--- config.mk ---
export PLATFORM = sky130hd
export DESIGN_NAME = frdiv_top
export DESIGN_NICKNAME = d
export VERILOG_FILES = /design/src/rtl/frdiv_pkg.sv /design/src/rtl/frdiv_cfg.sv /design/src/rtl/frdiv_period.sv /design/src/rtl/frdiv_seq.sv /design/src/rtl/frdiv_top.sv
export SDC_FILE = /design/constraint.sdc
export NUM_CORES = 1
export LEC_CHECK = 0
export ABC_AREA = 0
export BUFFER_PORTS_ARGS = -buffer_cell sky130_fd_sc_hd__buf_2
export CAP_MARGIN = 10
export CORE_MARGIN = 2
export CORE_UTILIZATION = 53
export DETAILED_ROUTE_END_ITERATION = 8
export PLACE_DENSITY = 0.85
export SETUP_SLACK_MARGIN = 0.15
export SYNTH_ARGS = -nofsm -noshare
export SYNTH_HDL_FRONTEND = slang
export SYNTH_SLANG_ARGS = --single-unit
export TNS_END_PERCENT = 5
--- constraint.sdc ---
create_clock -name clk_i -period 2.1 [get_ports clk_i]
set_input_delay 0.105 -clock clk_i [delete_from_list [all_inputs] [get_ports clk_i]]
set_output_delay 0.105 -clock clk_i [all_outputs]
set_load 0.03 [all_outputs]
--- src/rtl/frdiv_pkg.sv ---
package frdiv_pkg;
  localparam int REG_W    = 32;
  localparam int GATE_BIT = 31;
  localparam int MODE_LSB = 28;
  localparam logic [1:0] MODE_TICK = 2'd1;
  typedef enum logic {PH_A = 1'b0, PH_B = 1'b1} phase_e;
endpackage

--- src/rtl/frdiv_cfg.sv ---
module frdiv_cfg #(
  parameter int FW = 12
) (
  input  logic                       clk,
  input  logic                       rst,
  input  logic                       we,
  input  logic                       sel,
  input  logic [frdiv_pkg::REG_W-1:0] wdata,
  output logic                       gate,
  output logic [1:0]                 mode,
  output logic [FW-1:0]              len_a,
  output logic [FW-1:0]              len_b,
  output logic [FW-1:0]              rep_a,
  output logic [FW-1:0]              rep_b
);
  import frdiv_pkg::*;

  // word 0: gate, mode and both lengths
  always_ff @(posedge clk) begin
    if (rst) begin
      gate  <= 1'b0;
      mode  <= 2'd0;
      len_a <= '0;
      len_b <= '0;
    end else if (we && !sel) begin
      gate  <= wdata[GATE_BIT];
      mode  <= wdata[MODE_LSB+1:MODE_LSB];
      len_a <= wdata[FW-1:0];
      len_b <= wdata[2*FW-1:FW];
    end
  end

  // word 1: both repeat counts
  always_ff @(posedge clk) begin
    if (rst) begin
      rep_a <= '0;
      rep_b <= '0;
    end else if (we && sel) begin
      rep_a <= wdata[FW-1:0];
      rep_b <= wdata[2*FW-1:FW];
    end
  end
endmodule

--- src/rtl/frdiv_period.sv ---
module frdiv_period #(
  parameter int W = 12
) (
  input  logic         clk,
  input  logic         rst,
  input  logic         clr,
  input  logic         run,
  input  logic [W-1:0] lim,
  output logic [W-1:0] cnt,
  output logic         wrap
);
  assign wrap = run && (cnt == lim);

  always_ff @(posedge clk) begin
    if (rst || clr || !run) cnt <= '0;
    else if (wrap)          cnt <= '0;
    else                    cnt <= cnt + 1'b1;
  end
endmodule

--- src/rtl/frdiv_seq.sv ---
module frdiv_seq #(
  parameter int W = 12
) (
  input  logic         clk,
  input  logic         rst,
  input  logic         clr,
  input  logic         run,
  input  logic         adv,
  input  logic [W-1:0] len_a,
  input  logic [W-1:0] len_b,
  input  logic [W-1:0] rep_a,
  input  logic [W-1:0] rep_b,
  output logic [W-1:0] cur_len,
  output logic [W-1:0] cur_rep,
  output logic [W-1:0] rep
);
  import frdiv_pkg::*;

  phase_e phase;

  assign cur_len = (phase == PH_B) ? len_b : len_a;
  assign cur_rep = (phase == PH_B) ? rep_b : rep_a;

  always_ff @(posedge clk) begin
    if (rst || clr || !run) begin
      phase <= PH_A;
      rep   <= '0;
    end else if (adv) begin
      if (rep == cur_rep) begin
        rep   <= '0;
        phase <= (phase == PH_A) ? PH_B : PH_A;
      end else begin
        rep <= rep + 1'b1;
      end
    end
  end
endmodule

--- src/rtl/frdiv_top.sv ---
module frdiv_top #(
  parameter int FIELD_W = 12
) (
  input  logic        clk_i,
  input  logic        rst_i,
  input  logic        cfg_we_i,
  input  logic        cfg_sel_i,
  input  logic [31:0] cfg_wdata_i,
  output logic        tick_o
);
  import frdiv_pkg::*;

  logic               gate_w;
  logic [1:0]         mode_w;
  logic [FIELD_W-1:0] len_a_w, len_b_w, rep_a_w, rep_b_w;
  logic [FIELD_W-1:0] len_w, rep_lim_w, rep_w, cnt_w;
  logic               wrap_w;
  logic               run_w;

  frdiv_cfg #(.FW(FIELD_W)) u_cfg (
    .clk(clk_i), .rst(rst_i), .we(cfg_we_i), .sel(cfg_sel_i), .wdata(cfg_wdata_i),
    .gate(gate_w), .mode(mode_w),
    .len_a(len_a_w), .len_b(len_b_w), .rep_a(rep_a_w), .rep_b(rep_b_w)
  );

  assign run_w = gate_w && (mode_w == MODE_TICK);

  frdiv_period #(.W(FIELD_W)) u_period (
    .clk(clk_i), .rst(rst_i), .clr(cfg_we_i), .run(run_w),
    .lim(len_w), .cnt(cnt_w), .wrap(wrap_w)
  );

  frdiv_seq #(.W(FIELD_W)) u_seq (
    .clk(clk_i), .rst(rst_i), .clr(cfg_we_i), .run(run_w), .adv(wrap_w),
    .len_a(len_a_w), .len_b(len_b_w), .rep_a(rep_a_w), .rep_b(rep_b_w),
    .cur_len(len_w), .cur_rep(rep_lim_w), .rep(rep_w)
  );

  always_ff @(posedge clk_i) begin
    if (rst_i || cfg_we_i) tick_o <= 1'b0;
    else                   tick_o <= wrap_w;
  end
endmodule

==> impl_metrics.ini <==
[synth]
syn_area_um2 = 3570
synth_enable_flop_cells = 0
synth_warnings = 0
synthAdderAreaFrac_pct = 0.702
synth_cell_type_count = 37
ys_seq_area_share_pct = 43.2
ys.flop_type = dfxtp_1
synth_top_family_by_area = simple AND/OR/NAND/NOR gates
yosys.area_share.simple_pct = 25.6
synthMuxAreaShare_pct = 6.73
synth-xor-area-share_pct = 8.35
synth_area_per_cell_um2 = 8.24
synthCells = 433
synthesis.nets = 471
synth-compound-area-share_pct = 10.3
synthArstFlopShare_pct = 0
ys_seq_elements = 77

[global_routing]
grt_max_degree = 53
use_met1_pct = 30.3
grt.busiest_layer = met2
antenna_found_initial = 0
grt_pass1_vias = 3234
grt_first_pass_wirelength_um = 14700
use_met3_pct = 5.10
use_met2_pct = 44.0
gr-total-overflow = 0
track_usage_pct = 25.3

[routing]
vias_per_cell = 6.05
avgRoutedWirePerCell_um = 17.6
post-route-drc-count = 0
dr.first_iter.drc_count = 318
vias = 3387
dr.pass1.iters = 5
antenna_left = 0
finalWirelength_um = 9850

[floorplan]
core-area_um2 = 6420
dieArea_um2 = 7400
start_util_pct = 55.5
io_pins = 37
rows = 29
die_w_um = 86.0
fp.dieH_um = 86.0

[clock_tree]
clk_latency_ps = 360
htreeDepth = 3
cts_buffer_depth = 2
cts_tree = yes
clock_sinks = 77
cts.clk_slew.worst_paths_ps = 80
cts_made_buffers = 9
clk_root_buffer_cell = clkbuf_8

[sta]
setup_viol = 18
report.final.hold_viol_count = 0
fin_crit_sh_pct = 104
fin_ws_ps = -77.9
worst_pin_slew_ps = 767
hold_ws_ps = 9.65
fin_skew_ps = 6.19
fmax_mhz = 459
finalMaxSlewViolations = 0
min_period_ps = 2180
slew_headroom_pct = 48.7
rsz0062_at_grt = yes

[power_and_ir_drop]
ir_drop_v = 0.000582
total_power_uw = 3200
p_per_area_nw_per_um2 = 744
p_leak_uw = 0.00153

[outcome]
failed_checks = setup timing
status = complete, but fails checks

[cells_and_area]
layout.nets = 517
multiInputGateArea_um2 = 1920
layout-drive-gt1-share_pct = 18.0
fillers = 425
num_antenna_cells = 0
fin_cells = 560
area_growth_syn_to_layout_pct = 20.7
seq_area_um2 = 1550

[min_path]
hold_end = u_cfg.len_b[10]
hold_depth = 3
min_path_type = in -> reg
min_from = cfg_wdata_i[22]

[worst_setup_path]
crit_fanout = 13
r2r-end = u_seq.rep[9]
r2r-start = u_seq.phase
critPathLaunchType = flip-flop
worstSetupPathType = reg -> reg
end_kind = flip-flop
ff2ff_setup_slack_ps = -80
crit_required_ps = 2380
reg2reg_depth = 8
worstPathArrival_ps = 2450

[run]
drv_cap = 0

[placement]
placedCellCount = 530
gp_congestion = 0.828
pre_cts_slack_ps = -107
hpwl_um = 6050
port_buffers = 31
[critical path: stages (launching register included)]
cell and delay, ps:
dfxtp_4 380, buf_12 160, mux2i_1 300, xnor2_1 140, or4_4 510, nor4_4 190
buf_6 190, nand4_1 90, o211ai_1 120
[layout by cell type, fill, tap and decap left out, drive strengths merged]
cell / synthesis / layout
nand2: 110 / 110
nor2: 22 / 22
xor2: 13 / 13
nand4b: 3 / 3
bufinv: 0 / 3
o211ai: 11 / 11
clkbuf: 18 / 10
ha: 2 / 2
nand3: 13 / 13
inv: 10 / 10
nand4: 19 / 19
o21ai: 1 / 1
dlygate4sd3: 0 / 8
and2: 1 / 1
a21oi: 51 / 51
or3: 2 / 2
or4: 4 / 4
nor3: 2 / 2
and4b: 1 / 1
buf: 9 / 53
mux2i: 24 / 24
o31ai: 1 / 1
o2111ai: 1 / 1
xnor2: 21 / 21
dfxtp: 77 / 77
nand3b: 2 / 2
nor4: 4 / 4
nor3b: 1 / 1
or2: 1 / 1
and3: 3 / 3
clkinv: 0 / 3
nor2b: 1 / 1
and4bb: 1 / 1
nand2b: 4 / 4
[cells by family (layout without fill, tap and decap cells)]
logic type / Yosys count / in the layout
flops: 77 / 77
mux: 24 / 24
simple gates: 194 / 194
fa+ha+maj: 2 / 2
xor+xnor: 34 / 34
buf+inv: 37 / 87
compound gates: 65 / 65
[where the power goes]
part / switching [µW] / internal, µW
Clock: 564 / 785
Combinational: 180 / 142
Sequential: 29.1 / 1500
Total: 773 / 2430
[how the worst max path moves through the flow]
stage           startpoint      endpoint  slack [ps]
4_1_cts        u_seq.phase  u_seq.rep[9]           1
3_5_place_dp   u_seq.phase   u_seq.phase        -110
2_1_floorplan  u_seq.phase  u_seq.rep[5]         150
6_report       u_seq.phase  u_seq.rep[9]         -80
5_1_grt        u_seq.phase  u_seq.rep[6]        -180
3_3_place_gp   u_seq.phase   u_seq.phase          40
[cell usage after synthesis, types with 4 or more instances]
library cell  instances  area share (%)
o211ai_1             10             2.1
nor2_1               22             2.3
nand2_1             110              12
mux2i_1              24             6.7
xnor2_1              21             5.2
inv_1                10             1.1
xor2_1               13             3.2
dfxtp_1              77              43
buf_2                 5            0.70
nand2b_1              4            0.70
nand3_1              13             1.8
buf_6                 4             1.3
clkbuf_1             17             1.8
nand4_1              19             3.3
a21oi_1              51             7.2
[cell type report]
cell class	count	area share, %
multi-input cells	319	44.5
flip-flops and latches	77	35.9
repair buffers	62	11.0
clock buffers	9	2.88
clock inverters	6	2.61
well taps	77	2.24
inverters	10	0.872
[routing by layer]
metal	share of wire [%]	vias to the layer above	wire [µm]
li1	-	1559	-
met1	39	1613	3830
met2	50	185	4970
met3	7.2	30	708
met4	3.5	0	341
met5	0	-	0
[flip-flops by register name, indices dropped and copies added (netlist names)]
register	cells
u_seq.phase	1
u_cfg.gate	1
tick_o	1
u_cfg.len_a	12
u_cfg.rep_b	12
u_period.cnt	12
u_seq.rep	12
u_cfg.mode	2
u_cfg.len_b	12
u_cfg.rep_a	12
[metrics by stage]
stage                     utilization (%)  setup TNS [ps]  cell area [µm²]
after CTS                            64.8               0             4160
after floorplan                         -               0             3570
final                                67.1            -665             4310
after detailed placement             59.5            -270             3820
after global placement               59.5               0             3820
after global routing                 67.1           -2720             4310
[repair_timing]
| item | in CTS | in global routing |
|---|---|---|
| cloned | 0 | 1 |
| gates resized for setup | 6 | 18 |
| setup endpoints to repair | 26 | 26 |
| buffers inserted | 0 | 6 |
| endpoints found under the hold margin | 9 | 0 |
| pin swaps | 1 | 9 |
| hold buffers | 8 | 0 |
Power figures use the tool's default switching activity.
